## config.mk

```make
export PLATFORM = sky130hd
export DESIGN_NAME = trig_release_waiter
export DESIGN_NICKNAME = d
export VERILOG_FILES = /design/src/rtl/trw_pkg.sv /design/src/rtl/trw_limit_sel.sv /design/src/rtl/trw_counter.sv /design/src/rtl/trig_release_waiter.sv
export SDC_FILE = /design/constraint.sdc
export NUM_CORES = 1
export LEC_CHECK = 0
export BUFFER_PORTS_ARGS = -buffer_cell sky130_fd_sc_hd__buf_2
export CORE_AREA = 2 2 39 41
export DETAILED_ROUTE_END_ITERATION = 7
export DIE_AREA = 0 0 41 43
export PLACE_DENSITY = 0.58
export SKIP_CTS_REPAIR_TIMING = 1
export SLEW_MARGIN = 20
export SYNTH_ARGS = -nofsm -noshare
export SYNTH_HDL_FRONTEND = slang
export SYNTH_SLANG_ARGS = --single-unit
export TNS_END_PERCENT = 20
```

## constraint.sdc

```tcl
create_clock -name clk -period 1.3 [get_ports clk]
set_input_delay 0.26 -clock clk [delete_from_list [all_inputs] [get_ports clk]]
set_output_delay 0.26 -clock clk [all_outputs]
set_load 0.005 [all_outputs]
```

## src/rtl/trw_pkg.sv

```systemverilog
package trw_pkg;
    typedef enum logic [0:0] {
        ST_READY = 1'b0,
        ST_WAIT  = 1'b1
    } trw_state_e;

    typedef enum logic [1:0] {
        MODE_NONE  = 2'b00,
        MODE_SHORT = 2'b01,
        MODE_LONG  = 2'b10,
        MODE_HOLD  = 2'b11
    } trw_mode_e;
endpackage

```

## src/rtl/trw_limit_sel.sv

```systemverilog
// Maps a captured wait mode onto the last counter value of a bounded wait.
module trw_limit_sel #(
    parameter int SHORT_LIMIT = 4,
    parameter int LONG_LIMIT  = 16,
    parameter int CNT_W       = 5
) (
    input  logic [1:0]       mode,
    output logic [CNT_W-1:0] last_cnt,
    output logic             unbounded
);
    import trw_pkg::*;

    always_comb begin
        last_cnt  = '0;
        unbounded = 1'b0;
        unique case (trw_mode_e'(mode))
            MODE_SHORT: last_cnt  = CNT_W'(SHORT_LIMIT - 1);
            MODE_LONG:  last_cnt  = CNT_W'(LONG_LIMIT - 1);
            MODE_HOLD:  unbounded = 1'b1;
            MODE_NONE:  last_cnt  = '0;
        endcase
    end
endmodule

```

## src/rtl/trw_counter.sv

```systemverilog
// Saturating cycle counter with synchronous clear.
module trw_counter #(
    parameter int CNT_W = 5
) (
    input  logic             clk,
    input  logic             rst,
    input  logic             clr,
    input  logic             inc,
    output logic [CNT_W-1:0] count
);
    always_ff @(posedge clk) begin
        if (rst || clr) begin
            count <= '0;
        end else if (inc && (count != '1)) begin
            count <= count + 1'b1;
        end
    end
endmodule

```

## src/rtl/trig_release_waiter.sv

```systemverilog
// Post-completion hold-off until a level request trigger is released.
module trig_release_waiter #(
    parameter int SHORT_LIMIT = 4,
    parameter int LONG_LIMIT  = 16
) (
    input  logic       clk,
    input  logic       rst,
    input  logic       trig_lvl,
    input  logic       unit_done,
    input  logic [1:0] wait_mode,
    output logic       ready,
    output logic       waiting
);
    import trw_pkg::*;

    localparam int MAX_LIMIT = (LONG_LIMIT > SHORT_LIMIT) ? LONG_LIMIT : SHORT_LIMIT;
    localparam int CNT_W     = $clog2(MAX_LIMIT + 1);

    trw_state_e       state_q, state_d;
    logic [1:0]       mode_q;
    logic [CNT_W-1:0] cnt;
    logic [CNT_W-1:0] last_cnt;
    logic             unbounded;
    logic             go_wait, release_seen, timeout_hit;

    trw_limit_sel #(
        .SHORT_LIMIT(SHORT_LIMIT),
        .LONG_LIMIT (LONG_LIMIT),
        .CNT_W      (CNT_W)
    ) u_limit (
        .mode     (mode_q),
        .last_cnt (last_cnt),
        .unbounded(unbounded)
    );

    trw_counter #(
        .CNT_W(CNT_W)
    ) u_cnt (
        .clk  (clk),
        .rst  (rst),
        .clr  (state_q == ST_READY),
        .inc  (state_q == ST_WAIT),
        .count(cnt)
    );

    // Transition conditions
    assign go_wait      = unit_done && (trw_mode_e'(wait_mode) != MODE_NONE);
    assign release_seen = !trig_lvl;
    assign timeout_hit  = !unbounded && (cnt == last_cnt);

    always_comb begin
        state_d = state_q;
        unique case (state_q)
            ST_READY: if (go_wait) state_d = ST_WAIT;
            ST_WAIT:  if (release_seen || timeout_hit) state_d = ST_READY;
        endcase
    end

    // State and captured mode
    always_ff @(posedge clk) begin
        if (rst) begin
            state_q <= ST_READY;
            mode_q  <= 2'b00;
        end else begin
            state_q <= state_d;
            if ((state_q == ST_READY) && unit_done) begin
                mode_q <= wait_mode;
            end
        end
    end

    // Outputs
    always_comb begin
        ready   = 1'b0;
        waiting = 1'b0;
        unique case (state_q)
            ST_READY: ready   = 1'b1;
            ST_WAIT:  waiting = 1'b1;
        endcase
    end
endmodule

```

==> out/metrics.yaml <==
antenna_found_initial: 0
track_usage_pct: 11.18
arrival_ns: 1.44
drt_wl_total_um: 752
grt_max_degree: 6
synth_top_area_cell: "dfxtp_1"
fin_util_pct: 41.95
relSlewSlack_pct: 84.35
setup_ws_ns: 0.002416
rsz0062_at_grt: "yes"
p_int_mw: 0.3964
yosys_warnings: 0
synthCells: 43
syn_area_per_cell_um2: 9.864
numCtsBuffers: 3
cts_tree: "done"
grt_overflow: 0
outcome: "completed"
ff2ff_setup_slack_ns: 0.002
maxCapViolCount: 0
place_ws_ns: -0.02864
min_period_ns: 1.298
netSwitchingFraction_pct: 23.58
syn_area_um2: 424.2
synthDistinctLibCells: 20
fin_skew_ns: 0.003130
drtIter0Drc: 2
critPathLaunch: "u_cnt.count[0]"
reg2reg_from: "u_cnt.count[0]"
clkSinkCount: 8
worst_pin_slew_ns: 0.2347
post_drt_wl_per_cell_um: 10.03
cts.root.buffer_cell: "clkbuf_4"
row_count: 14
placed_area_um2: 545.5
slew_viol_final: 0
final_area_um2: 580.6
setup_viol: 0
layout-drive-gt1-share_pct: 42.37
antenna_cells: 0
min_path_type: "input port to register"
clk_pin_slew_worst_paths_ns: 0.06
clock_latency_ns: 0.25
comb_power_share_pct: 12.9
num_io_pins: 8
synth_top_area_share_pct: 37.76
layout.nets: 71
finalCritPeriodShare_pct: 99.81
worstHoldStart: "rst"
initial_core_util_pct: 30.65
grt_pass1_wl_um: 1242
clock_path_buffers: 2
max_freq_mhz: 770.7
p_sw_mw: 0.1223
ys_seq_elements: 8
ant_nets: 0
yosys-top-cells-area: "dfxtp_1 38%, ha_1 12%, mux2i_1 9.4%"
grt_pass1_vias: 324
power.leakage_nw: 0.2510
place_congestion: 0.6780
critPathLaunchType: "register"
pwr-share-seq_pct: 50.8
first_pass_iters: 3
p_per_area_nw_per_um2: 893.6
clkPwrFrac_pct: 36.3
synth_nets: 53
syn_to_final_growth_pct: 36.87
required_ns: 1.44
end_kind: "register"
io_buffers: 7
route.detailed.drc: 0
crit_type: "register to register"
dp_hpwl_um: 583.2
peakVddDrop_mv: 0.3732
ys_seq_area_share_pct: 37.76
die_area_um2: 1763
h-tree-depth: 1
drt-vias-per-instance: 4.467
final_hold_viol_count: 0
cp_max_fo: 4
core_um2: 1384
die_x_um: 41
dr_total_vias: 335
nFillCells: 139
die_y_um: 43
cell families (layout without fill, tap and decap cells):
family,count (synthesis),after routing,synth area share [%]
AO/OA/AOI/OAI,4,4,9.735
flip-flops,8,8,37.76
adder cells (fa/ha/maj),4,4,11.80
multiplexers,4,4,9.440
buffers and inverters,2,18,1.771
XOR/XNOR,3,3,6.196
AND/OR/NAND/NOR,18,18,23.31
area by class of cell:
| class | instances | area, µm² | share of cell area (%) |
|---|---|---|---|
| repair buffers | 13 | 80.08 | 13.79 |
| multi-input cells | 33 | 286.5 | 49.35 |
| well taps | 16 | 20.02 | 3.448 |
| flip-flops and latches | 8 | 163.9 | 28.23 |
| clock buffers | 3 | 22.52 | 3.879 |
| inverters | 2 | 7.507 | 1.293 |
registers in the layout (all words and copies together), names as in the netlist:
name and cells:
u_cnt.count 5, mode_q 2, state_q 1
synth_stat cells:
master / n
dfxtp_1: 8
nand3_1: 1
a211oi_2: 1
nand2b_1: 2
xor2_1: 2
nand4b_1: 1
a22oi_1: 1
nor2b_4: 1
ha_1: 4
or2_1: 1
a311oi_2: 1
and3_1: 1
nor2_1: 7
mux2i_1: 4
o22ai_1: 1
nor2b_1: 1
inv_1: 2
nand2_1: 2
xnor2_1: 1
or3_1: 1
routing by layer:
layer	global-route usage, %	vias to the layer above	share of wire, %
met3	7.853	0	4.9
met2	14.69	7	48
li1	-	180	-
met5	0	-	0
met1	12.99	148	47
met4	6.000	0	0
power groups by stage:
stage          logic, mW  registers, mW  clock network, mW
6_report          0.0668          0.264              0.188
5_1_grt           0.0777          0.265              0.209
4_1_cts           0.0671          0.262              0.201
3_5_place_dp      0.0670          0.268                  0
3_3_place_gp      0.0663          0.268                  0
2_1_floorplan     0.0438          0.268                  0
stage by stage:
stage / setup TNS [ns] / total power [mW] / cells / hold WS (ns)
final: 0 / 0.5188 / 75 / 0.2132
after global routing: -0.1430 / 0.5512 / 75 / 0.2163
after CTS: -0.04437 / 0.5303 / 75 / 0.2096
after detailed placement: -0.02864 / 0.3349 / 72 / 0.4813
after global placement: -0.02568 / 0.3338 / 72 / 0.4726
after floorplan: -0.02795 / 0.3118 / 43 / 0.3279
worst max-delay path, cell delays in order, from the launching register on:
cell      delay (ns)
dfxtp_2         0.33
ha_4            0.15
and3_4          0.18
ha_4            0.16
nand4b_1        0.18
xor2_1          0.14
nor2_1          0.05
worst paths after layout:
path | end | depth (start not counted)
setup / recovery | u_cnt.count[3] | 6
hold reg to reg | mode_q[0] | 2
hold / removal | state_q | 2
setup reg to reg | u_cnt.count[3] | 6
cell usage in the layout (no fill, tap or decap), types with 2 or more instances in the layout:
cell type  netlist  routed
ha_1             4       2
dfxtp_2          0       3
buf_2            0       7
nor2_1           7       7
dfxtp_1          8       5
clkbuf_4         0       3
nand2_1          2       2
buf_4            0       6
xor2_1           2       2
mux2i_1          4       4
nand2b_1         2       2
ha_4             0       2
inv_1            2       2
Power figures use the tool's default switching activity.
